--- src/rtl/mlpe_pkg.sv ---
package mlpe_pkg;
  localparam int DAT_W = 8;
  localparam int ACC_W = 24;
  localparam int WA_W  = 20;

  localparam logic signed [ACC_W-1:0] SAT_HI = ACC_W'((2 ** (DAT_W - 1)) - 1);
  localparam logic signed [ACC_W-1:0] SAT_LO = -SAT_HI - ACC_W'(1);

  // Saturating clip of an accumulator to the operand width.
  function automatic logic signed [DAT_W-1:0] sat_clip(input logic signed [ACC_W-1:0] a);
    if (a > SAT_HI) return SAT_HI[DAT_W-1:0];
    else if (a < SAT_LO) return SAT_LO[DAT_W-1:0];
    else return a[DAT_W-1:0];
  endfunction
endpackage

--- src/rtl/mlpe_dot_engine.sv ---
module mlpe_dot_engine
  import mlpe_pkg::*;
#(
  parameter int LANES = 2,
  parameter int ROW_W = 7,
  parameter int COL_W = 6
) (
  input  logic                             clk,
  input  logic                             rst_n,
  input  logic                             go,
  input  logic [ROW_W-1:0]                 rows_m1,
  input  logic [COL_W-1:0]                 cols_m1,
  input  logic [WA_W-1:0]                  base,
  output logic [LANES-1:0][WA_W-1:0]       w_addr,
  input  logic [LANES-1:0][DAT_W-1:0]      w_data,
  output logic [COL_W-1:0]                 op_idx,
  input  logic signed [DAT_W-1:0]          op_val,
  output logic                             res_valid,
  input  logic                             res_ready,
  output logic [LANES-1:0][ACC_W-1:0]      res_acc,
  output logic [ROW_W:0]                   res_row,
  output logic [LANES-1:0]                 res_mask,
  output logic                             fin
);
  localparam int XW = ROW_W + 2;

  typedef enum logic [1:0] {E_IDLE, E_ISSUE, E_DRAIN, E_HOLD} est_t;
  est_t st;

  logic [ROW_W:0]              row_q;
  logic [ROW_W-1:0]            rows_q;
  logic [COL_W-1:0]            col_q, cols_q, opi_q;
  logic [WA_W-1:0]             rb_q, ncols;
  logic                        pend;
  logic [LANES-1:0][ACC_W-1:0] acc;
  logic signed [2*DAT_W-1:0]   prod [LANES];
  logic                        last_grp;

  assign ncols    = WA_W'(cols_q) + WA_W'(1);
  assign last_grp = (XW'(row_q) + XW'(LANES)) > XW'(rows_q);

  // Lane k serves neuron row_q + k and shares the operand column.
  for (genvar k = 0; k < LANES; k++) begin : g_lane
    assign w_addr[k]   = rb_q + WA_W'(k) * ncols + WA_W'(col_q);
    assign res_mask[k] = (XW'(row_q) + XW'(k)) <= XW'(rows_q);
    assign res_acc[k]  = acc[k];
    always_comb prod[k] = $signed(w_data[k]) * op_val;
  end

  assign res_valid = (st == E_HOLD);
  assign res_row   = row_q;
  assign op_idx    = opi_q;

  always_ff @(posedge clk or negedge rst_n) begin
    if (!rst_n) begin
      st <= E_IDLE; row_q <= '0; rows_q <= '0; col_q <= '0; cols_q <= '0;
      opi_q <= '0; rb_q <= '0; pend <= 1'b0; acc <= '0; fin <= 1'b0;
    end else begin
      fin  <= 1'b0;
      pend <= 1'b0;
      case (st)
        E_IDLE: if (go) begin
          rows_q <= rows_m1; cols_q <= cols_m1; rb_q <= base;
          row_q <= '0; col_q <= '0; acc <= '0; st <= E_ISSUE;
        end
        E_ISSUE: begin
          pend  <= 1'b1;
          opi_q <= col_q;
          if (col_q == cols_q) st <= E_DRAIN;
          else col_q <= col_q + COL_W'(1);
        end
        E_DRAIN: st <= E_HOLD;
        E_HOLD: if (res_ready) begin
          acc <= '0;
          if (last_grp) begin
            fin <= 1'b1; st <= E_IDLE;
          end else begin
            row_q <= row_q + (ROW_W+1)'(LANES);
            rb_q  <= rb_q + WA_W'(LANES) * ncols;
            col_q <= '0;
            st    <= E_ISSUE;
          end
        end
        default: st <= E_IDLE;
      endcase
      // Weight data returns one cycle after its address, aligned with opi_q.
      if (pend)
        for (int k = 0; k < LANES; k++)
          acc[k] <= acc[k] + {{(ACC_W-2*DAT_W){prod[k][2*DAT_W-1]}}, prod[k]};
    end
  end

  p_res_hold_r7: assert property (@(posedge clk) disable iff (!rst_n)
    res_valid && !res_ready |=> res_valid && $stable(res_acc) && $stable(res_row));
  p_lane0_live_r6: assert property (@(posedge clk) disable iff (!rst_n)
    res_valid |-> res_mask[0]);
endmodule

--- src/rtl/mlp_eval.sv ---
module mlp_eval
  import mlpe_pkg::*;
#(
  parameter int NI_MAX = 64,
  parameter int NH_MAX = 128,
  parameter int NO_MAX = 64,
  parameter int NCFG   = 4,
  parameter int LANES  = 2
) (
  input  logic                          clk,
  input  logic                          rst_n,
  input  logic                          cfg_we,
  input  logic [$clog2(NCFG)-1:0]       cfg_idx,
  input  logic [$clog2(NI_MAX)-1:0]     cfg_ni_m1,
  input  logic [$clog2(NH_MAX)-1:0]     cfg_nh_m1,
  input  logic [$clog2(NO_MAX)-1:0]     cfg_no_m1,
  input  logic [19:0]                   cfg_base1,
  input  logic [19:0]                   cfg_base2,
  input  logic                          start,
  input  logic [$clog2(NCFG)-1:0]       start_cfg,
  output logic                          start_ready,
  input  logic                          in_valid,
  output logic                          in_ready,
  input  logic signed [7:0]             in_data,
  output logic [LANES*20-1:0]           w1_addr,
  input  logic [LANES*8-1:0]            w1_data,
  output logic [LANES*20-1:0]           w2_addr,
  input  logic [LANES*8-1:0]            w2_data,
  output logic                          out_valid,
  input  logic                          out_ready,
  output logic signed [23:0]            out_data,
  output logic                          out_last,
  output logic                          done
);
  localparam int NI_W = $clog2(NI_MAX);
  localparam int NH_W = $clog2(NH_MAX);
  localparam int NO_W = $clog2(NO_MAX);
  localparam int CI_W = $clog2(NCFG);
  localparam int LN_W = (LANES > 1) ? $clog2(LANES) : 1;

  // Topology slots
  logic [NI_W-1:0] c_ni [NCFG];
  logic [NH_W-1:0] c_nh [NCFG];
  logic [NO_W-1:0] c_no [NCFG];
  logic [WA_W-1:0] c_b1 [NCFG];
  logic [WA_W-1:0] c_b2 [NCFG];

  always_ff @(posedge clk or negedge rst_n) begin
    if (!rst_n) begin
      for (int s = 0; s < NCFG; s++) begin
        c_ni[s] <= '0; c_nh[s] <= '0; c_no[s] <= '0; c_b1[s] <= '0; c_b2[s] <= '0;
      end
    end else if (cfg_we) begin
      c_ni[cfg_idx] <= cfg_ni_m1; c_nh[cfg_idx] <= cfg_nh_m1; c_no[cfg_idx] <= cfg_no_m1;
      c_b1[cfg_idx] <= cfg_base1; c_b2[cfg_idx] <= cfg_base2;
    end
  end

  // Hidden-layer side
  typedef enum logic [1:0] {L1_IDLE, L1_LOAD, L1_WAIT, L1_RUN} l1_t;
  l1_t l1_st;
  logic [NI_W-1:0] r_ni, in_cnt;
  logic [NH_W-1:0] r_nh;
  logic [NO_W-1:0] r_no;
  logic [WA_W-1:0] r_b1, r_b2;
  logic signed [DAT_W-1:0] xbuf [NI_MAX];
  logic signed [DAT_W-1:0] hbuf [2][NH_MAX];
  logic [1:0]      hfull;
  logic            wsel, rsel;
  logic [NH_W-1:0] m_nh [2];
  logic [NO_W-1:0] m_no [2];
  logic [WA_W-1:0] m_b2 [2];

  logic                        go1, e1_valid, e1_fin;
  logic [NI_W-1:0]             e1_op;
  logic [LANES-1:0][ACC_W-1:0] e1_acc;
  logic [NH_W:0]               e1_row;
  logic [LANES-1:0]            e1_mask;

  assign start_ready = (l1_st == L1_IDLE);
  assign in_ready    = (l1_st == L1_LOAD);
  assign go1         = (l1_st == L1_WAIT) && !hfull[wsel];

  always_ff @(posedge clk or negedge rst_n) begin
    if (!rst_n) begin
      l1_st <= L1_IDLE; r_ni <= '0; r_nh <= '0; r_no <= '0;
      r_b1 <= '0; r_b2 <= '0; in_cnt <= '0;
    end else begin
      case (l1_st)
        L1_IDLE: if (start) begin
          r_ni <= c_ni[start_cfg]; r_nh <= c_nh[start_cfg]; r_no <= c_no[start_cfg];
          r_b1 <= c_b1[start_cfg]; r_b2 <= c_b2[start_cfg];
          in_cnt <= '0; l1_st <= L1_LOAD;
        end
        L1_LOAD: if (in_valid) begin
          in_cnt <= in_cnt + NI_W'(1);
          if (in_cnt == r_ni) l1_st <= L1_WAIT;
        end
        L1_WAIT: if (go1) l1_st <= L1_RUN;
        L1_RUN:  if (e1_fin) l1_st <= L1_IDLE;
        default: l1_st <= L1_IDLE;
      endcase
    end
  end

  always_ff @(posedge clk) begin
    if (in_ready && in_valid) xbuf[in_cnt] <= in_data;
    if (e1_valid)
      for (int k = 0; k < LANES; k++)
        if (e1_mask[k])
          hbuf[wsel][NH_W'(e1_row + (NH_W+1)'(k))] <= sat_clip($signed(e1_acc[k]));
  end

  mlpe_dot_engine #(.LANES(LANES), .ROW_W(NH_W), .COL_W(NI_W)) u_hid (
    .clk(clk), .rst_n(rst_n), .go(go1), .rows_m1(r_nh), .cols_m1(r_ni), .base(r_b1),
    .w_addr(w1_addr), .w_data(w1_data), .op_idx(e1_op), .op_val(xbuf[e1_op]),
    .res_valid(e1_valid), .res_ready(1'b1), .res_acc(e1_acc), .res_row(e1_row),
    .res_mask(e1_mask), .fin(e1_fin));

  // Output-layer side
  logic                        l2_run, go2, e2_valid, e2_ready, e2_fin;
  logic [NH_W-1:0]             e2_op;
  logic [LANES-1:0][ACC_W-1:0] e2_acc;
  logic [NO_W:0]               e2_row;
  logic [LANES-1:0]            e2_mask;
  logic [LN_W-1:0]             lane_q, hi_lane;
  logic                        hs, lane_end;

  assign go2 = !l2_run && hfull[rsel];

  always_comb begin
    hi_lane = '0;
    for (int k = 0; k < LANES; k++)
      if (e2_mask[k]) hi_lane = LN_W'(k);
  end

  assign out_valid = e2_valid;
  assign out_data  = $signed(e2_acc[lane_q]);
  assign hs        = out_valid && out_ready;
  assign lane_end  = (lane_q == hi_lane);
  assign e2_ready  = hs && lane_end;
  assign out_last  = e2_valid && ((NO_W+1)'(e2_row) + (NO_W+1)'(lane_q) == (NO_W+1)'(m_no[rsel]));

  mlpe_dot_engine #(.LANES(LANES), .ROW_W(NO_W), .COL_W(NH_W)) u_out (
    .clk(clk), .rst_n(rst_n), .go(go2), .rows_m1(m_no[rsel]), .cols_m1(m_nh[rsel]),
    .base(m_b2[rsel]), .w_addr(w2_addr), .w_data(w2_data), .op_idx(e2_op),
    .op_val(hbuf[rsel][e2_op]), .res_valid(e2_valid), .res_ready(e2_ready),
    .res_acc(e2_acc), .res_row(e2_row), .res_mask(e2_mask), .fin(e2_fin));

  always_ff @(posedge clk or negedge rst_n) begin
    if (!rst_n) begin
      hfull <= '0; wsel <= 1'b0; rsel <= 1'b0; l2_run <= 1'b0; lane_q <= '0; done <= 1'b0;
      for (int b = 0; b < 2; b++) begin m_nh[b] <= '0; m_no[b] <= '0; m_b2[b] <= '0; end
    end else begin
      done <= hs && out_last;
      if (go1) begin m_nh[wsel] <= r_nh; m_no[wsel] <= r_no; m_b2[wsel] <= r_b2; end
      if (e1_fin) begin hfull[wsel] <= 1'b1; wsel <= ~wsel; end
      if (go2) l2_run <= 1'b1;
      if (e2_fin) begin hfull[rsel] <= 1'b0; rsel <= ~rsel; l2_run <= 1'b0; end
      if (hs) lane_q <= lane_end ? '0 : lane_q + LN_W'(1);
    end
  end

  p_no_overwrite_r8: assert property (@(posedge clk) disable iff (!rst_n)
    (l1_st == L1_RUN) |-> !hfull[wsel]);
  p_out_hold_r7: assert property (@(posedge clk) disable iff (!rst_n)
    out_valid && !out_ready |=> out_valid && $stable(out_data) && $stable(out_last));
  p_done_pulse_r9: assert property (@(posedge clk) disable iff (!rst_n)
    done |-> $past(hs && out_last));
  p_in_count_r3: assert property (@(posedge clk) disable iff (!rst_n)
    in_ready && in_valid && (in_cnt == r_ni) |=> !in_ready);
endmodule

--- config.mk ---
export PLATFORM = sky130hd
export DESIGN_NAME = mlp_eval
export DESIGN_NICKNAME = d
export VERILOG_FILES = /design/src/rtl/mlpe_pkg.sv /design/src/rtl/mlpe_dot_engine.sv /design/src/rtl/mlp_eval.sv
export SDC_FILE = /design/constraint.sdc
export NUM_CORES = 2
export LEC_CHECK = 0
export BUFFER_PORTS_ARGS = -buffer_cell sky130_fd_sc_hd__buf_2
export CAP_MARGIN = 30
export CORE_MARGIN = 2
export CORE_UTILIZATION = 55
export DETAILED_ROUTE_END_ITERATION = 12
export HOLD_SLACK_MARGIN = 0.08
export PLACE_DENSITY = 0.77
export SETUP_SLACK_MARGIN = 0.2
export SYNTH_ARGS = -nofsm -noshare
export SYNTH_HDL_FRONTEND = slang
export SYNTH_SLANG_ARGS = --single-unit
--- constraint.sdc ---
create_clock -name clk -period 12 [get_ports clk]
set_clock_uncertainty 0.15 [all_clocks]
set_input_delay 2.4 -clock clk [delete_from_list [all_inputs] [get_ports clk]]
set_output_delay 2.4 -clock clk [all_outputs]
set_load 0.05 [all_outputs]
[Word level (Yosys, flattened, before mapping)]
Memory sizes are Yosys's and may differ from the RTL's.
Index checks and enable logic that the tools add are counted.
Word-level totals
  output and inout bits: 109
  bits in registers: 587
  input bits: 109
  word-level logic and storage cells: 2385
  memories: 2
  bits in writable memories: 2560
Memory list
  hbuf: depth 2, bits a word 1024, rd ports 1, clocked after memory_dff 0, wr ports 1, line mlp_eval.sv:67  | logic signed [DAT_W-1:0] hbuf [2][NH_MAX];
  xbuf: depth 64, bits a word 8, rd ports 1, clocked after memory_dff 0, wr ports 1, line mlp_eval.sv:66  | logic signed [DAT_W-1:0] xbuf [NI_MAX];
Cells by class
  bitwise gates (word level): 1036
  order comparisons: 25
  reductions and logical operators: 39
  $mul: 4
  muxes and demuxes: 1161
  $add $sub $neg: 26
  equality and inequality tests: 31
Operators with widths (count)
  2-to-1 mux 1024 bit: 2
  2-to-1 mux 1 bit: 1049
  bitwise OR 1 bit: 1024
  2-to-1 mux 20 bit: 14
  2-to-1 mux 48 bit: 5
  one-hot mux 48 bit (2 select lines): 2
  bitwise mux 80 bit: 2
  demux 8 bit (select 7 bit): 2
  2-to-1 mux 8 bit: 14
  adder 24 bit: 4
  2-to-1 mux 7 bit: 13
  2-to-1 mux 6 bit: 14
  adder 20 bit: 4
  binary-select mux 20 bit (select 2 bit): 2
  one-hot mux 20 bit (2 select lines): 2
  multiplier 8 x 8 -> 16 bit: 4
  binary-select mux 8 bit (select 7 bit): 1
  bitwise mux 24 bit: 2
  greater-than comparator 24 x 8 -> 1 bit, second input constant: 2
  less-than comparator 24 x 8 -> 1 bit, second input constant: 2
  2-to-1 mux 24 bit: 2
  adder 20 x 6 -> 20 bit: 2
  adder 20 x 7 -> 20 bit: 2
  bitwise mux 40 bit: 1
  69 further kinds: 151

[Depth between registers and ports, before layout]
  depth after elaboration: 8
  mapped depth: 39
  depth with buffers taken out: 35

[Cells and area by module]
From an unflattened synthesis, not the netlist that was laid out.
Unflattened totals
  cell total of the unflattened synthesis: 10431
  area, all modules: 156475.1 um2
Modules (own cells, without submodules)
  mlp_eval: instances 1, cells each 7276, area each 129018.7 um2, sequential area each 86282.8 um2
  mlpe_dot_engine (u_hid): instances 1, cells each 1582, area each 13784.5 um2, sequential area each 2602.5 um2
  mlpe_dot_engine (u_out): instances 1, cells each 1573, area each 13671.9 um2, sequential area each 2627.5 um2

[Least setup slack after synthesis]
No wires, ideal clock.
  path kind: reg-to-reg
  start: reg u_out.opi_q[3], in the netlist u_out.op_idx[3]
  end: reg u_out.acc, in the netlist u_out.res_acc[47]
  slack: 3.059 ns
  arrival: 8.658 ns
  path buffers: 5
  clock period less this slack: 8.941 ns
  library setup time: 0.133 ns
  data required time: 11.717 ns
  stages on the path, launching flop included: 38
  path through: dfrtp_1 -> buf_4 -> inv_1 -> buf_2 -> buf_1 -> mux4_2 -> mux4_2 -> a22oi_1 -> nand2_1 -> buf_2 -> and2_1 -> fa_1 -> fa_1 -> inv_1 -> fa_1 -> fa_1 -> inv_1 -> ha_1 -> [2 not listed] -> o21bai_1 -> a21oi_1 -> o21bai_1 -> a21oi_1 -> o21ai_0 -> a21oi_1 -> xnor2_1 -> ha_1 -> clkbuf_1 -> inv_1 -> nor2_1 -> a221o_1 -> a221oi_1 -> a21oi_1 -> or2_2 -> o31ai_1 -> xnor2_1 -> o21ai_0
On the way
  cells in the longest elaborated chain, start to end: 7
RTL lines
  start: declaration: line mlpe_dot_engine.sv:32  | logic [COL_W-1:0] col_q, cols_q, opi_q;
  start signal: assignment: line mlpe_dot_engine.sv:68  | opi_q <= col_q;
  inverter 7 -> 8 bit (not written as such): line mlp_eval.sv:147  | .op_val(hbuf[rsel][e2_op]), .res_valid(e2_valid), .res_ready(e2_ready),
  binary-select mux 8 bit (select 7 bit): line mlp_eval.sv:147
  2-to-1 mux 8 bit (not written as such) (2 in series): line mlp_eval.sv:147
  multiplier 8 x 8 -> 16 bit: line mlpe_dot_engine.sv:47  | always_comb prod[k] = $signed(w_data[k]) * op_val;
  adder 24 bit: line mlpe_dot_engine.sv:89  | acc[k] <= acc[k] + {{(ACC_W-2*DAT_W){prod[k][2*DAT_W-1]}}, prod[k]};
  2-to-1 mux 48 bit: line mlpe_dot_engine.sv:87  | if (pend)
  end signal: indexed assignment: line mlpe_dot_engine.sv:89
  end: declaration: line mlpe_dot_engine.sv:35  | logic [LANES-1:0][ACC_W-1:0] acc;
No other way between the ends. The select of a mux whose other input is x is not followed.
A chain may end at the register's enable or synchronous reset.

[Worst setup path in the final report]
  start: reg rsel
  end: reg u_out.acc, in the netlist u_out.res_acc[47]
On the way
  cells in the longest elaborated chain, start to end: 7
  elaborated cells between the ends (all ways): 12
  those cells by class: 1 x add/sub; 1 x mul; 1 x eq/ne; 6 x mux; 2 x reduce/logical; 1 x memory
RTL lines
  start: declaration: line mlp_eval.sv:69  | logic wsel, rsel;
  start signal: assignment: line mlp_eval.sv:152  | hfull <= '0; wsel <= 1'b0; rsel <= 1'b0; l2_run <= 1'b0; lane_q <= '0; done <= 1'b0;
  start signal: assignment: line mlp_eval.sv:159  | if (e2_fin) begin hfull[rsel] <= 1'b0; rsel <= ~rsel; l2_run <= 1'b0; end
  memory (2 x 1024 bit)
  binary-select mux 8 bit (select 7 bit): line mlp_eval.sv:147
  2-to-1 mux 8 bit (not written as such) (2 in series): line mlp_eval.sv:147
  multiplier 8 x 8 -> 16 bit: line mlpe_dot_engine.sv:47
  adder 24 bit: line mlpe_dot_engine.sv:89
  2-to-1 mux 48 bit: line mlpe_dot_engine.sv:87
Several ways; a longest one is shown, not always the timed one. The select of a mux whose other input is x is not followed.

==> impl_metrics.csv <==
group,metric,value,unit
synthesis,ys_top_cells_by_area,"edfxtp_1 (52%), mux4_2 (14%), dfrtp_1 (9.9%)",
global_route,grt_pass1_wl,574000,um
worst_hold_path,hold_depth,1,
critical_path,reg2reg_slack,1.00,ns
critical_path,critical_path_class,"reg2reg",
sta,whs,0.346,ns
synthesis,syn_nets,9903,
power_and_ir_drop,ir_drop,0.758,mV
placement,globalplace.congestion,0.882,
critical_path,cp_slowest_stage_delay,0.78,ns
layout,fill_cells,18400,
critical_path,slowest_stage,"dfrtp_4",
global_route,antenna_found_initial,39,
synthesis,ys.flop_type,"edfxtp_1",
worst_hold_path,hold_class,"reg2reg",
synthesis,ys_seq_area_frac,0.618,
synthesis,ys_warn_count,0,
critical_path,crit_fanout,65,
layout,final_util,0.616,
sta,period_share,0.917,
placement,port_buffers,217,
sta,slew_violations,0,
global_route,overflow,0,
critical_path,worst_path_dominant_cell_family,"compound AO/OA/AOI/OAI gates",
sta,period_minus_slack,11.00,ns
detailed_routing,drt-initial-drc-count,10300,
global_route,track_usage,0.281,
worst_hold_path,hold_path_startpoint,"r_b2[17]",
run_status,status,"finished clean",
clock_network,root_buffer,"clkbuf_16",
sta,max_slew_margin,0.207,
synthesis,ys_ff_latch,3145,
sta,tns,0,ns
detailed_routing,antenna_left,0,
critical_path,crit-reg2reg-capture,"u_out.res_acc[47]",
layout,drive_gt1_frac,0.252,
sta,setup_viol,0,
clock_network,cts_made_buffers,325,
clock_network,ctsHoldBuffers,0,
global_route,grt_pass1_vias,89100,
worst_hold_path,hold_end,"m_b2[37]",
power_and_ir_drop,total_leakage_power,57.8,nW
detailed_routing,routed_wl,383000,um
global_route,grt_max_degree,136,
synthesis,ys_types,74,
die,dieArea,0.273,mm2
critical_path,crit_top_cell,"a21oi_1",
power_and_ir_drop,power.density,308,mW/mm2
layout,fin_nets,10200,
die,die_h,523,um
synthesis,syn-cell-area,0.148,mm2
critical_path,critPathBufInv,5,
detailed_routing,via_count,86100,
critical_path,end_kind,"flip-flop",
clock_network,cts_tree,"built",
critical_path,r2r-start,"rsel",
synthesis,async_flop_share,0.186,
clock_network,clock_sinks,3145,
die,core_area,0.268,mm2
die,start_util,0.552,
critical_path,cp.required,12.67,ns
job,maxCapViolations,0,
clock_network,path_clk_slew,0.07,ns
detailed_routing,remaining_drc_errors,0,
placement,dp_hpwl,242000,um
critical_path,crit_arrival,11.67,ns
die,fp.dieW,523,um
critical_path,cp.depth,35,
sta,rsz0062_at_grt,"false",
synthesis,synth_top_area_share,0.519,
placement,dp_cells,12700,
synthesis,synth_edf_count,2560,
clock_network,clockBufferDepth,4,
synthesis,synth.avg_cell_area,16.0,um2
clock_network,htree_num_levels,5,
layout,area.growth.synth_to_final,11.4,%
detailed_routing,wl_per_cell,28.7,um
die,rows,190,
clock_network,insertion_delay,1.02,ns
synthesis,synth_largest_area_cell,"edfxtp_1",
die,io_pins,218,
critical_path,crit_path_start_kind,"flip-flop",
sta,max_freq,0.0909,GHz
sta,finalHoldViolations,0,
detailed_routing,viasPerCell,6.46,
layout,finalNonFillerCells,13300,
critical_path,worstRegToRegCells,35,
detailed_routing,drtPass1Iterations,6,
sta,worst_pin_slew,1.19,ns
synthesis,synthCells,9241,
-- cells in the mapped netlist, types with 178 or more instances --
cell type and instances:
ha_1 310, clkbuf_1 414, nand2_1 583, dfrtp_1 585, fa_1 243, nor2_1 406
and2_1 182, mux2_2 485, a21oi_1 178, inv_1 501, o21ai_0 460, edfxtp_1 2560
mux2i_1 235, mux4_2 894
-- metal layers --
metal	global-route usage	vias to the layer above	wire length, um
met5	0	-	368
met4	0.115	56	16800
met3	0.0670	1031	43000
met2	0.451	5182	185000
met1	0.373	44100	138000
li1	-	35800	-
-- placed cells by master (no fill, tap or decap), types with 19 or more instances in the layout --
master and n:
a211oi_1 19, a21o_1 64, a21oi_1 178, a22o_1 25, and2_1 181, buf_12 29
buf_2 243, buf_4 220, bufinv_16 33, clkbuf_1 53, clkbuf_16 330, clkinv_1 53
clkinv_2 56, dfrtp_1 573, diode_2 21, edfxtp_1 2560, fa_1 243, ha_1 309
inv_1 492, mux2_2 485, mux2i_1 235, mux4_2 894, nand2_1 582, nand2b_1 23
nand3_1 98, nand4_1 38, nor2_1 404, nor2b_1 29, nor3_1 151, o21a_1 28
o21ai_0 460, o21bai_1 35, or2_2 19, xnor2_1 166, xor2_1 90
-- final cells by class --
type / instances / area (um2) / share of cell area
sequential: 3145 / 91600 / 0.555
antenna: 21 / 52.6 / 0.000319
clock buffer: 396 / 8640 / 0.0524
tap: 3552 / 4440 / 0.0269
timing repair buffer: 512 / 3950 / 0.0239
multi-input combinational: 5032 / 52600 / 0.319
inverter: 503 / 1930 / 0.0117
clock inverter: 173 / 1770 / 0.0107
-- metrics by stage --
stage / worst slack, ns / cell area, um2 / power, mW
after floorplan: 3.06 / 148000 / 33.9
after global placement: 0.976 / 153000 / 38.6
after detailed placement: 0.957 / 154000 / 40.6
after CTS: 0.915 / 165000 / 50.6
after global routing: 0.316 / 165000 / 54.1
final: 1.00 / 165000 / 50.8
-- how the worst max path moves through the flow --
stage,from,end
after floorplan,u_out.op_idx[3],u_out.res_acc[47]
after global placement,rsel,u_out.res_acc[47]
after detailed placement,rsel,u_out.res_acc[47]
after CTS,rsel,u_out.res_acc[47]
after global routing,rsel,u_out.res_acc[47]
final,rsel,u_out.res_acc[47]
-- flip-flops by register name, indices dropped and copies added (netlist names), 24 cells and up --
signal and cells:
xbuf 512, c_no 24, c_b1 80, m_b2 40, hbuf 2048, u_out.res_acc 48
c_nh 28, u_hid.res_acc 48, c_ni 24, c_b2 80
-- report_power, final --
group,switching [mW],internal [mW],total (mW)
logic,15.8,10.5,26.3
registers,0.672,13.8,14.5
clock network,4.20,5.82,10.0
total,20.7,30.1,50.8
-- cell families (layout without fill, tap and decap cells) --
family	Yosys count	count (layout)	synth area share
other cells	0	21	0
compound gates	978	978	0.0396
fa+ha+maj	553	553	0.0591
xor+xnor	258	258	0.0154
mux	1614	1614	0.189
buf+inv	1064	1584	0.0285
flops	3145	3145	0.618
simple gates	1629	1629	0.0504
-- timing repair --
action	CTS	global route
resized for setup	0	1
endpoints found under the setup margin	0	1
buffers inserted	0	0
-- worst register-to-register path, delay by kind of cell (launching register included) --
kind / cells / cell delay, ns
buffers and inverters: 5 / 0.88
xor gates and xnor gates: 2 / 0.32
DFF: 1 / 0.78
AOI/OAI and AO/OA: 14 / 3.15
muxes: 3 / 1.72
and+or+nand+nor: 4 / 1.28
adders and majority gates: 7 / 2.59
Power figures use the tool's default switching activity.
